**config.mk**
```make
export PLATFORM = sky130hd
export DESIGN_NAME = spio_dr_top
export DESIGN_NICKNAME = d
export VERILOG_FILES = /design/src/rtl/spio_pkg.sv /design/src/rtl/spio_enable_fsm.sv /design/src/rtl/spio_shift_path.sv /design/src/rtl/spio_pin_drive.sv /design/src/rtl/spio_dr_top.sv
export SDC_FILE = /design/constraint.sdc
export NUM_CORES = 1
export LEC_CHECK = 0
export ABC_AREA = 1
export BUFFER_PORTS_ARGS = -buffer_cell sky130_fd_sc_hd__buf_2
export CAP_MARGIN = 20
export CORE_MARGIN = 4
export CORE_UTILIZATION = 50
export CTS_CLUSTER_DIAMETER = 200
export DETAILED_ROUTE_END_ITERATION = 6
export MAX_ROUTING_LAYER = met4
export PLACE_DENSITY = 0.75
export SETUP_SLACK_MARGIN = 0.3
export SLEW_MARGIN = 25
export SYNTH_ARGS = -nofsm -noshare
export SYNTH_HDL_FRONTEND = slang
export SYNTH_SLANG_ARGS = --single-unit
export TNS_END_PERCENT = 5
```
**constraint.sdc**
```tcl
create_clock -name tck -period 1.1 [get_ports tck]
set_input_delay 0.11 -clock tck [delete_from_list [all_inputs] [get_ports tck]]
set_output_delay 0.11 -clock tck [all_outputs]
set_load 0.01 [all_outputs]
```
**src/rtl/spio_pkg.sv**
```systemverilog
package spio_pkg;

    typedef enum logic [1:0] {
        EN_OFF    = 2'd0,
        EN_ON     = 2'd1,
        EN_LOCKED = 2'd2
    } en_state_t;

    typedef enum logic [1:0] {
        PH_IDLE    = 2'd0,
        PH_CAPTURE = 2'd1,
        PH_SHIFT   = 2'd2
    } phase_t;

endpackage

```
**src/rtl/spio_enable_fsm.sv**
```systemverilog
module spio_enable_fsm
    import spio_pkg::*;
(
    input  logic tck,
    input  logic trst_n,
    input  logic mode_en,
    input  logic rst_instr,
    output logic gpio_on,
    output logic clear_reg
);

    en_state_t state_q;
    en_state_t state_d;

    // state register
    always_ff @(posedge tck or negedge trst_n) begin
        if (!trst_n) begin
            state_q <= EN_OFF;
        end else begin
            state_q <= state_d;
        end
    end

    // transitions
    always_comb begin
        state_d = state_q;
        unique case (state_q)
            EN_OFF: begin
                if (rst_instr)    state_d = EN_LOCKED;
                else if (mode_en) state_d = EN_ON;
            end
            EN_ON: begin
                if (rst_instr)     state_d = EN_LOCKED;
                else if (!mode_en) state_d = EN_OFF;
            end
            EN_LOCKED: begin
                if (!rst_instr && !mode_en) state_d = EN_OFF;
            end
            default: state_d = EN_OFF;
        endcase
    end

    // outputs
    always_comb begin
        gpio_on   = (state_q == EN_ON);
        clear_reg = rst_instr;
    end

endmodule

```
**src/rtl/spio_shift_path.sv**
```systemverilog
module spio_shift_path
    import spio_pkg::*;
#(
    parameter int DR_W  = 8,
    parameter int N_OUT = 2
) (
    input  logic             tck,
    input  logic             trst_n,
    input  logic             sel,
    input  logic             capture_dr,
    input  logic             shift_dr,
    input  logic             update_dr,
    input  logic             tdi,
    input  logic [DR_W-1:0]  cap_vec,
    output logic             tdo,
    output logic [N_OUT-1:0] load_bits,
    output logic             load_ok
);

    phase_t            phase_q;
    phase_t            phase_d;
    logic [DR_W-1:0]   sr_q;
    logic [DR_W-1:0]   sr_d;

    // state register and shift register
    always_ff @(posedge tck or negedge trst_n) begin
        if (!trst_n) begin
            phase_q <= PH_IDLE;
            sr_q    <= '0;
        end else begin
            phase_q <= phase_d;
            sr_q    <= sr_d;
        end
    end

    // transitions and data path
    always_comb begin
        phase_d = phase_q;
        sr_d    = sr_q;
        if (capture_dr) begin
            if (sel) begin
                phase_d = PH_CAPTURE;
                sr_d    = cap_vec;
            end else begin
                phase_d = PH_IDLE;
            end
        end else if (shift_dr) begin
            if (sel) begin
                unique case (phase_q)
                    PH_IDLE:    phase_d = PH_IDLE;
                    PH_CAPTURE: phase_d = PH_SHIFT;
                    PH_SHIFT:   phase_d = PH_SHIFT;
                    default:    phase_d = PH_IDLE;
                endcase
                sr_d = {tdi, sr_q[DR_W-1:1]};
            end
        end else if (update_dr) begin
            phase_d = PH_IDLE;
        end
    end

    // outputs
    always_comb begin
        tdo       = sr_q[0];
        load_bits = sr_q[N_OUT-1:0];
        load_ok   = update_dr && !capture_dr && !shift_dr && sel
                    && (phase_q != PH_IDLE);
    end

endmodule

```
**src/rtl/spio_pin_drive.sv**
```systemverilog
module spio_pin_drive #(
    parameter int DR_W  = 8,
    parameter int N_OUT = 2
) (
    input  logic             tck,
    input  logic             trst_n,
    input  logic             load,
    input  logic             clear,
    input  logic [N_OUT-1:0] load_val,
    input  logic             gpio_on,
    input  logic [N_OUT-1:0] pin_fb,
    input  logic             pin_in,
    output logic [N_OUT-1:0] pin_o,
    output logic [N_OUT-1:0] pin_oe,
    output logic [DR_W-1:0]  cap_vec
);

    localparam int IN_BIT = N_OUT;

    logic [N_OUT-1:0] out_q;

    always_ff @(posedge tck or negedge trst_n) begin
        if (!trst_n) begin
            out_q <= '0;
        end else if (clear) begin
            out_q <= '0;
        end else if (load) begin
            out_q <= load_val;
        end
    end

    for (genvar i = 0; i < N_OUT; i++) begin : g_pin
        always_comb begin
            pin_o[i]   = gpio_on & out_q[i];
            pin_oe[i]  = gpio_on;
            cap_vec[i] = gpio_on & pin_fb[i];
        end
    end

    always_comb cap_vec[IN_BIT] = pin_in;

    for (genvar j = IN_BIT + 1; j < DR_W; j++) begin : g_pad
        always_comb cap_vec[j] = 1'b0;
    end

endmodule

```
**src/rtl/spio_dr_top.sv**
```systemverilog
module spio_dr_top #(
    parameter int DR_W  = 8,
    parameter int N_OUT = 2
) (
    input  logic             tck,
    input  logic             trst_n,
    input  logic             capture_dr,
    input  logic             shift_dr,
    input  logic             update_dr,
    input  logic             sel,
    input  logic             tdi,
    input  logic             mode_en,
    input  logic             rst_instr,
    input  logic             pin_in_i,
    input  logic [N_OUT-1:0] pin_fb_i,
    output logic             tdo,
    output logic [N_OUT-1:0] pin_out_o,
    output logic [N_OUT-1:0] pin_oe_o
);

    logic             gpio_on;
    logic             clear_reg;
    logic             load_ok;
    logic [N_OUT-1:0] load_bits;
    logic [DR_W-1:0]  cap_vec;

    spio_enable_fsm u_en (
        .tck       (tck),
        .trst_n    (trst_n),
        .mode_en   (mode_en),
        .rst_instr (rst_instr),
        .gpio_on   (gpio_on),
        .clear_reg (clear_reg)
    );

    spio_shift_path #(.DR_W(DR_W), .N_OUT(N_OUT)) u_sp (
        .tck        (tck),
        .trst_n     (trst_n),
        .sel        (sel),
        .capture_dr (capture_dr),
        .shift_dr   (shift_dr),
        .update_dr  (update_dr),
        .tdi        (tdi),
        .cap_vec    (cap_vec),
        .tdo        (tdo),
        .load_bits  (load_bits),
        .load_ok    (load_ok)
    );

    spio_pin_drive #(.DR_W(DR_W), .N_OUT(N_OUT)) u_pd (
        .tck      (tck),
        .trst_n   (trst_n),
        .load     (load_ok),
        .clear    (clear_reg),
        .load_val (load_bits),
        .gpio_on  (gpio_on),
        .pin_fb   (pin_fb_i),
        .pin_in   (pin_in_i),
        .pin_o    (pin_out_o),
        .pin_oe   (pin_oe_o),
        .cap_vec  (cap_vec)
    );

endmodule

```
Yosys cells after proc, flatten, opt, wreduce, memory -nomap -nowiden
Cells that the tools add are included.
{"block": "word_totals", "reg_bits": 14, "latchBits": 0, "ram_bits": 0, "rom_bits": 0, "input_bits": 12, "wordCells": 52, "n_memories": 0}
{"block": "op_classes", "addsub": 0, "multipliers": 0, "div_mod_pow": 0, "order_cmp": 0, "eq_ne": 8, "shifts": 0, "n_mux": 18, "bitwise_logic": 4, "reduce_logical": 18}
{"cell": "$mux W8", "n": 4}
{"cell": "$mux W2", "n": 12}
{"cell": "$ne A3 B3 Y1 const B", "n": 2}
{"cell": "$pmux W2 S3", "n": 1}
{"cell": "$reduce_bool A2 Y1", "n": 3}
{"cell": "$logic_and A1 B1 Y1", "n": 5}
{"cell": "$and A1 B1 Y1", "n": 4}
{"cell": "$eq A2 B1 Y1 const B", "n": 2}
{"cell": "$eq A2 B2 Y1 const B", "n": 2}
{"cell": "$logic_not A1 Y1", "n": 4}
{"cell": "$reduce_and A2 Y1", "n": 2}
{"cell": "$ne A3 B2 Y1 const B", "n": 1}
{"cell": "$reduce_and A3 Y1", "n": 1}
{"cell": "$reduce_bool A3 Y1", "n": 1}
{"cell": "$logic_not A2 Y1", "n": 1}
{"cell": "$ne A2 B1 Y1 const B", "n": 1}
{"cell": "$reduce_or A2 Y1", "n": 1}
{"cell": "$mux W1", "n": 1}

Longest topological paths before layout
Gate-level depths: netlist (run 1).
{"block": "logic_depth", "word_depth": 7, "depth_mapped": 6}

By module
Synthesis (run 1) repeated with hierarchy kept, for this count alone.
{"block": "unflattened", "cells_unflattened": 121, "hier_area_um2": 867.1}
{"mod": "spio_shift_path", "n_inst": 1, "cells_each": 81, "area_per_inst_um2": 593.1}
{"mod": "spio_pin_drive", "n_inst": 1, "cells_each": 27, "area_per_inst_um2": 178.9}
{"mod": "spio_enable_fsm", "n_inst": 1, "cells_each": 13, "area_per_inst_um2": 95.1}

Worst setup path before layout (run 1)
No wires, ideal clock.
{"block": "synth_path", "path_kind": "reg2reg", "start": "reg u_sp.phase_q[0]", "end": "reg u_pd.out_q[0]", "setup_ps": 117, "arrival_ps": 866, "required_ps": 983, "path_slack_ps": 117, "stages_incl_launch_ff": 7, "synth_period_minus_slack_ps": 983, "path_cell_list": "dfrtp_1 -> inv_1 -> ha_1 -> nor2_1 -> nand2_1 -> nand3_1 -> nand2_1"}
{"block": "synth_between", "elab_chain_cells": 3}
{"item": "start, declared", "line_no": "spio_shift_path.sv:20", "text": "phase_t phase_q;"}
{"item": "start signal, assigned", "line_no": "spio_shift_path.sv:31", "text": "phase_q <= phase_d;"}
{"item": "$reduce_bool A2 Y1", "line_no": "spio_shift_path.sv:67", "text": "&& (phase_q != PH_IDLE);"}
{"item": "$logic_and A1 B1 Y1", "line_no": "spio_shift_path.sv:67"}
{"item": "$reduce_bool A2 Y1 (no source line)"}
{"item": "end signal, assigned", "line_no": "spio_pin_drive.sv:28", "text": "out_q <= load_val;"}
{"item": "end, declared", "line_no": "spio_pin_drive.sv:20", "text": "logic [N_OUT-1:0] out_q;"}
No other way between the ends.
A chain may end at the register's enable or synchronous reset.

Final worst setup path (run 1)
{"block": "layout_path", "start": "reg u_en.state_q[1]", "end": "out pin_out_o[1]"}
{"block": "layout_between", "elab_chain_cells": 2}
{"item": "start, declared", "line_no": "spio_enable_fsm.sv:12", "text": "en_state_t state_q;"}
{"item": "start signal, assigned", "line_no": "spio_enable_fsm.sv:20", "text": "state_q <= state_d;"}
{"item": "$eq A2 B1 Y1", "line_no": "spio_enable_fsm.sv:45", "text": "gpio_on = (state_q == EN_ON);"}
{"item": "$and A1 B1 Y1", "line_no": "spio_pin_drive.sv:34", "text": "pin_o[i] = gpio_on & out_q[i];"}
{"item": "end, declared", "line_no": "spio_dr_top.sv:17", "text": "output logic [N_OUT-1:0] pin_out_o,"}
No other way between the ends.

==> impl_summary.log, run 1 <==
INFO  metric status = finished, violations left
INFO  metric failed_checks = setup timing
INFO  metric yosysSeqAreaShare = around half
INFO  metric detailedPlacementHpwl = around 1.0 mm
INFO  metric power_density = between 1000 and 1500 nW/µm²
INFO  metric timing.critical_path.to_type = output pin
INFO  metric postSynthAreaPerCell = ~8.0 µm²
INFO  metric drt-total-wl = approximately 1.3 mm
INFO  metric clk-insertion-delay-late = ~0.28 ns
INFO  metric yosysMostFrequentCell = nand2_1
INFO  metric multiInputGateArea = between 300 and 400 µm²
INFO  metric drt_iter0_markers = 1
INFO  metric drt-wirelength-per-cell = 10.5 µm
INFO  metric synth_seq_cells = 14
INFO  metric htreeDepth = 1
INFO  metric drive_gt1_share = roughly a third
INFO  metric diodes = 0
INFO  metric worst_slew_pin_slew = about 0.31 ns
INFO  metric fp-row-count = 13
INFO  metric post_synth_num_cell_types = 15
INFO  metric portBuffers = 16
INFO  metric max_cap_violations = 0
INFO  metric via_per_instance_ratio = 4.76
INFO  metric setup_slack_at_placement = between 0.1 and 0.15 ns
INFO  metric clock-skew-final = 0.00147 ns
INFO  metric finalHoldViolCount = 0
INFO  metric final.min_clock_period = about 1.1 ns
INFO  metric dpl_cell_area = between 700 and 800 µm²
INFO  metric fin_util = between 60% and 70%
INFO  metric synth-async-reset-ratio = 100%
INFO  metric final_design_area_excluding_fillers = just under 900 µm²
INFO  metric vias = between 500 and 600
INFO  metric grt_pass1_vias = 526
INFO  metric leakage = about 0.49 nW
INFO  metric synth_top_area_share = between 50% and 60%
INFO  metric route.detailed.drc = 0
INFO  metric grt_remaining_overflow = 0
INFO  metric antenna_left = 0
INFO  metric final_worst_path_cycle_share = 102%
INFO  metric drt_first_pass_iters = 3
INFO  metric seqPwrFrac = 51.4%
INFO  metric post_synth_inst_count = 87
INFO  metric start_kind = flip-flop
INFO  metric synth_top_cell_by_area = dfrtp_1
INFO  metric grt_start_max_net_pins = 15
INFO  metric chipHeight = around 45 µm
INFO  metric synthesis.nets = 100
INFO  metric cts_tree = built
INFO  metric p_sw_share = around a quarter
INFO  metric initial_core_util = between 50% and 60%
INFO  metric clk_path_buf_depth = 2
INFO  metric grt_setup_unrepaired = true
INFO  metric synth-edff-count = 0
INFO  metric synthesis.yosys.warnings = 0
INFO  metric synth.top_cells.by_area = dfrtp_1 50%, nand2_1 16%, inv_1 9.2%, o21ai_0 3.6%, o22ai_1 3.6%
INFO  metric p_int = slightly above 0.0008 W
INFO  metric wire_length_of_the_first_global_routing_pass = approximately 2.2 mm
INFO  metric dominantRegCellSynth = dfrtp_1
INFO  metric worst-setup-path-type = flip-flop to output pin
INFO  metric slew_violations = 0
INFO  metric nFillCells = between 100 and 150
INFO  metric comb_power_share = 14.7%
INFO  metric dieArea = 2060 µm²
INFO  metric timing.final.setup_violations = 2
INFO  metric inserted_clock_buffers = 3
INFO  metric finalPower = between 0.001 and 0.0015 W
INFO  metric ioPinCount = 17
INFO  metric clockPowerShare = around a third
INFO  metric synth_common_cells = 30 x nand2_1, 17 x inv_1, 14 x dfrtp_1
INFO  metric timing_limited_maximum_frequency = about 0.9 GHz
INFO  metric design.core.area = 1300 µm²
INFO  metric setup_ws = -0.0170 ns
INFO  metric p_switching = roughly 0.00028 W
INFO  metric vdd.ir_drop.worst = about 0.00073 V
INFO  metric ctsRootBufferMaster = clkbuf_4
INFO  metric ff_latch_area = around 350 µm²
INFO  metric cp_data_arrival_time = around 1.0 ns
INFO  metric globalplace.congestion = between 0.7 and 0.8
INFO  metric grt_usage = around 16%
INFO  metric hold_crit_path_type = input pin to flip-flop
INFO  metric worst_setup_hold_path_clk_slew = around 0.080 ns
INFO  metric grt_antenna_before_repair = 0
INFO  metric clock_sink_count = 14
INFO  metric area_growth_syn_to_layout = 28.4%
INFO  metric die_width = about 45 µm
INFO  metric relSlewSlack = between 70% and 80%
INFO  metric crit_path_max_fanout = 5
INFO  metric mappedNetlistArea = around 700 µm²
INFO  metric critPathRequiredTime = 0.99 ns
INFO  metric final_nets = around 120
==> per-layer routing <==
layer | vias up | track usage, % | share of wire, %
met5 | - | - | 0
met4 | 0 | 8.77 | 1.8
met3 | 4 | 2.39 | 4.9
met2 | 13 | 24.6 | 49
met1 | 260 | 19.0 | 44
li1 | 309 | - | -
==> final timing paths <==
path	startpoint	end	slack, ns	depth (start not counted)
hold reg to reg	u_sp.sr_q[2]	u_sp.sr_q[2]	0.49	2
setup reg to reg	u_sp.phase_q[0]	u_pd.out_q[0]	0.14	6
setup / recovery	u_en.state_q[1]	pin_out_o[1]	-0.02	4
hold / removal	tdi	u_sp.sr_q[7]	0.05	3
min in group asynchronous	trst_n	u_sp.sr_q[2]	0.24	2
max in group asynchronous	trst_n	u_pd.out_q[1]	0.63	2
==> cells in the final DEF (no fill, tap or decap) <==
master,instances
nand2_1,27
buf_2,16
inv_1,14
dfrtp_1,14
inv_2,5
o21ai_0,5
o22ai_1,4
nand3_2,3
clkbuf_4,3
nor2_4,2
nand2_2,2
nand4_1,2
dlygate4sd3_1,2
nand2_4,1
nor2_2,1
nor2_1,1
nor2_8,1
nand3_1,1
nor3_2,1
ha_4,1
clkbuf_8,1
buf_4,1
==> repair_timing <==
item | CTS | global route
hold buffers | 2 | 0
hold endpoints to repair | 15 | 0
pin swaps | 4 | 6
setup endpoints to repair | 10 | 11
resized for setup | 8 | 5
setup buffers | 1 | 0
==> area by class of cell <==
class	instances	area share, %
flip-flops and latches	14	39.2
multi-input cells	52	34.7
well taps	15	2.10
clock buffers	4	4.06
repair buffers	19	12.0
inverters	19	7.97
==> cell families after synthesis <==
logic type / synth area share, %
flip-flops: 50.3
AO/OA/AOI/OAI: 7.18
AND/OR/NAND/NOR: 28.4
adder cells (fa/ha/maj): 1.80
buffers and inverters: 12.4
==> state kept, by name, summed over array words and instances, names as in the netlist <==
name          count
u_sp.sr_q         8
u_pd.out_q        2
u_en.state_q      2
u_sp.phase_q      2
==> critical path, cell delays in order, from the launching register on <==
cell and delay [ns]:
dfrtp_1 0.39, inv_2 0.08, nand2_4 0.06, nor2_1 0.07, buf_2 0.13
==> metrics by stage <==
step           hold WS, ns  instances  TNS (ns)
3_5_place_dp        0.0158        116         0
4_1_cts             0.0439        123   -0.0424
3_3_place_gp        0.0183        116         0
5_1_grt             0.0462        123    -0.212
2_1_floorplan       -0.186         87         0
6_report            0.0483        123   -0.0213
==> power by group through the flow <==
stage / Combinational, W / Clock, W / Sequential (W)
floorplan: 0.0000774 / 0 / 0.000564
global placement: 0.000128 / 0 / 0.000566
detailed placement: 0.000133 / 0 / 0.000567
CTS: 0.000157 / 0.000372 / 0.000558
global route: 0.000180 / 0.000386 / 0.000561
finish: 0.000160 / 0.000367 / 0.000558
Note: power is estimated with default switching activity, not from simulation.
==> run 2, diff against run 1 <==
==> constraint.sdc (replaced) <==
create_clock -name tck -period 1.2 [get_ports tck]
set_input_delay 0.12 -clock tck [delete_from_list [all_inputs] [get_ports tck]]
set_output_delay 0.12 -clock tck [all_outputs]
set_load 0.01 [all_outputs]
==> run 2 against run 1 <==
The run now ends clean. Register-to-register slack better by 0.05 ns. Clock-buffer cell count stayed put. Power is 8.9% lower. Wire length is 2.7% higher. Worst setup slack better by 0.076 ns. Cell area is 2.2% lower. Via count is 0.85% higher. First-iteration DRC count grew to 9.0 times the previous value. Clock skew is 0.0026 ns higher. Hold slack better by 0.011 ns. Critical endpoint unchanged. Largest power group unchanged.
==> impl_summary.log, run 2 (same netlist as run 1, synthesis figures left out) <==
INFO  metric drt-total-wl = 1.33 mm (+2.7%)
INFO  metric portBuffers = 16 (unchanged)
INFO  metric detailedPlacementHpwl = 1.02 mm (+2.4%)
INFO  metric route.detailed.drc = 0 (unchanged)
INFO  metric final_worst_path_cycle_share = 95.1%
INFO  metric grt_antenna_before_repair = 0 (unchanged)
INFO  metric worst_setup_hold_path_clk_slew = 0.09 ns (about the same)
INFO  metric drt_first_pass_iters = 3 (unchanged)
INFO  metric dpl_cell_area = 786 µm² (unchanged)
INFO  metric worst_slew_pin_slew = 0.305 ns (-0.00179 ns)
INFO  metric antenna_left = 0 (unchanged)
INFO  metric cp.buffers_inverters = 2 (unchanged)
INFO  metric cts_tree = built
INFO  metric final_nets = 124 (+1.6%)
INFO  metric critPathRequiredTime = 1.08 ns (+0.09 ns)
INFO  metric inserted_clock_buffers = 3 (unchanged)
INFO  metric layout.cells.most_common_list = 29 x nand2_1, 16 x inv_1, 16 x buf_2
INFO  metric timing.final.setup_violations = 0 (-2)
INFO  metric layout.cells.non_filler = 125 (+1.6%)
INFO  metric setup_total_negative_slack = 0 ns (+0.0213 ns)
INFO  metric diodes = 0 (unchanged)
INFO  metric clk_path_buf_depth = 2 (unchanged)
INFO  metric finalHoldViolCount = 0 (unchanged)
INFO  metric clock_sink_count = 14 (unchanged)
INFO  metric start_kind = flip-flop
INFO  metric drive_gt1_share = 30.0% (-5.2 points)
INFO  metric vdd.ir_drop.worst = 0.000848 V (+17%)
INFO  metric max_cap_violations = 0 (unchanged)
INFO  metric timing.critical_path.to_type = output pin
INFO  metric leakage = 0.496 nW (+0.89%)
INFO  metric top_register = u_sp.sr_q
INFO  metric fp-row-count = 13 (unchanged)
INFO  metric wire_length_of_the_first_global_routing_pass = 2.25 mm (+3.2%)
INFO  metric relSlewSlack = 79.6% (+0.12 points)
INFO  metric grt_remaining_overflow = 0 (unchanged)
INFO  metric grt_start_max_net_pins = 15 (unchanged)
INFO  metric vias = 591 (+0.85%)
INFO  metric die_width = 45.3 µm (unchanged)
INFO  metric globalplace.congestion = 0.795 (unchanged)
INFO  metric final.min_clock_period = 1.14 ns
INFO  metric drt-wirelength-per-cell = 10.6 µm (+1.1%)
INFO  metric hold_crit_path_type = input pin to flip-flop
INFO  metric initial_core_util = 53.6% (unchanged)
INFO  metric ioPinCount = 17 (unchanged)
INFO  metric clock-skew-final = 0.00405 ns (+0.00258 ns)
INFO  metric worst_path_largest_cell_delay = 0.40 ns (about the same)
INFO  metric design.core.area = 1300 µm² (unchanged)
INFO  metric crit_path_max_fanout = 5 (unchanged)
INFO  metric cpLargestDelayFamily = flip-flops
INFO  metric cp_data_arrival_time = 1.02 ns (about the same)
INFO  metric power_density = 1130 nW/µm² (-6.8%)
INFO  metric worst_path_max_delay_cell = dfrtp_1
INFO  metric drt_iter0_markers = 9 (+8)
INFO  metric final_design_area_excluding_fillers = 875 µm² (-2.2%)
INFO  metric ctsRootBufferMaster = clkbuf_4
INFO  metric largest_register_ffs = 8 (unchanged)
INFO  metric area_growth_syn_to_layout = 25.5%
INFO  metric grt_setup_unrepaired = true
INFO  metric grt_usage = 15.6% (+0.019 points)
INFO  metric htreeDepth = 1 (unchanged)
INFO  metric chipHeight = 45.3 µm (unchanged)
INFO  metric via_per_instance_ratio = 4.73 (-0.76%)
INFO  metric dieArea = 2060 µm² (unchanged)
INFO  metric slew_violations = 0 (unchanged)
INFO  metric timing_limited_maximum_frequency = 0.876 GHz
INFO  metric clk-insertion-delay-late = 0.28 ns (about the same)
INFO  metric grt_pass1_vias = 552 (+4.9%)
INFO  metric dpl.cell_count = 116 (unchanged)
INFO  metric status = finished clean
INFO  metric worst-setup-path-type = flip-flop to output pin
INFO  metric timing.critical_path.cells = inv_2 > nand2_4 > nor2_1 > buf_2
INFO  metric mostFrequentLayoutCell = nand2_1
[run 2: cell types whose count changed in the layout (fill, tap and decap cells not counted), sizes merged]
cell  before  now
buf       17   19
[run 2: final cells by class]
type | count | area, µm²
clock buffers | 4 | 36.3
repair buffers | 21 | 123
multi-input cells | 52 | 275
fillers | 102 | 427
inverters | 19 | 71.3
flip-flops and latches | 14 | 350
well taps | 15 | 18.8
[run 2: repair_timing]
| item | in CTS | in global routing |
|---|---|---|
| endpoints found under the setup margin | 10 | 10 |
| buffers inserted | 1 | 2 |
| hold buffers | 1 | 1 |
| gates resized for setup | 3 | 1 |
| hold endpoints to repair | 14 | 1 |
[run 2: path summary, 6_finish.rpt]
path | slack [ns] | endpoint | cells past startpoint | start
worst max-delay path | 0.06 | pin_out_o[1] | 4 | u_en.state_q[1]
worst min-delay path | 0.06 | u_sp.sr_q[7] | 3 | tdi
worst max register to register | 0.19 | u_pd.out_q[1] | 6 | u_sp.phase_q[0]
worst min register to register | 0.48 | u_sp.phase_q[0] | 2 | u_sp.phase_q[0]
max in group asynchronous | 0.70 | u_pd.out_q[0] | 2 | trst_n
min in group asynchronous | 0.27 | u_sp.sr_q[3] | 2 | trst_n
[run 2: per-layer routing]
layer | up-vias | global-route usage (%) | part of all wire [%]
li1 | 312 | - | -
met1 | 264 | 19.8 | 43
met2 | 11 | 25.4 | 51
met3 | 4 | 2.39 | 4.4
met4 | 0 | 5.26 | 1.4
met5 | - | - | 0
[run 2: per-stage QoR]
stage	worst slack, ns	total power [W]	hold WS [ns]	utilization [%]
after floorplan	0.280	0.000588	-0.176	-
after global placement	0.252	0.000636	0.0283	60.4
after detailed placement	0.193	0.000642	0.0292	60.4
after CTS	0.0659	0.000985	0.00161	65.1
after global routing	0.0164	0.00103	0.0615	67.2
final	0.0586	0.000989	0.0597	67.2
[run 2: worst min-delay path, cell delays in order]
cell	delay (ns)
buf_2	0.08
nand2_1	0.04
o21ai_0	0.06
[run 2: power breakdown]
part | total (W) | leakage, nW | internal, W | switching, W
logic | 0.000143 | 0.287 | 0.0000613 | 0.0000819
registers | 0.000511 | 0.188 | 0.000496 | 0.0000151
clock network | 0.000335 | 0.0210 | 0.000184 | 0.000150
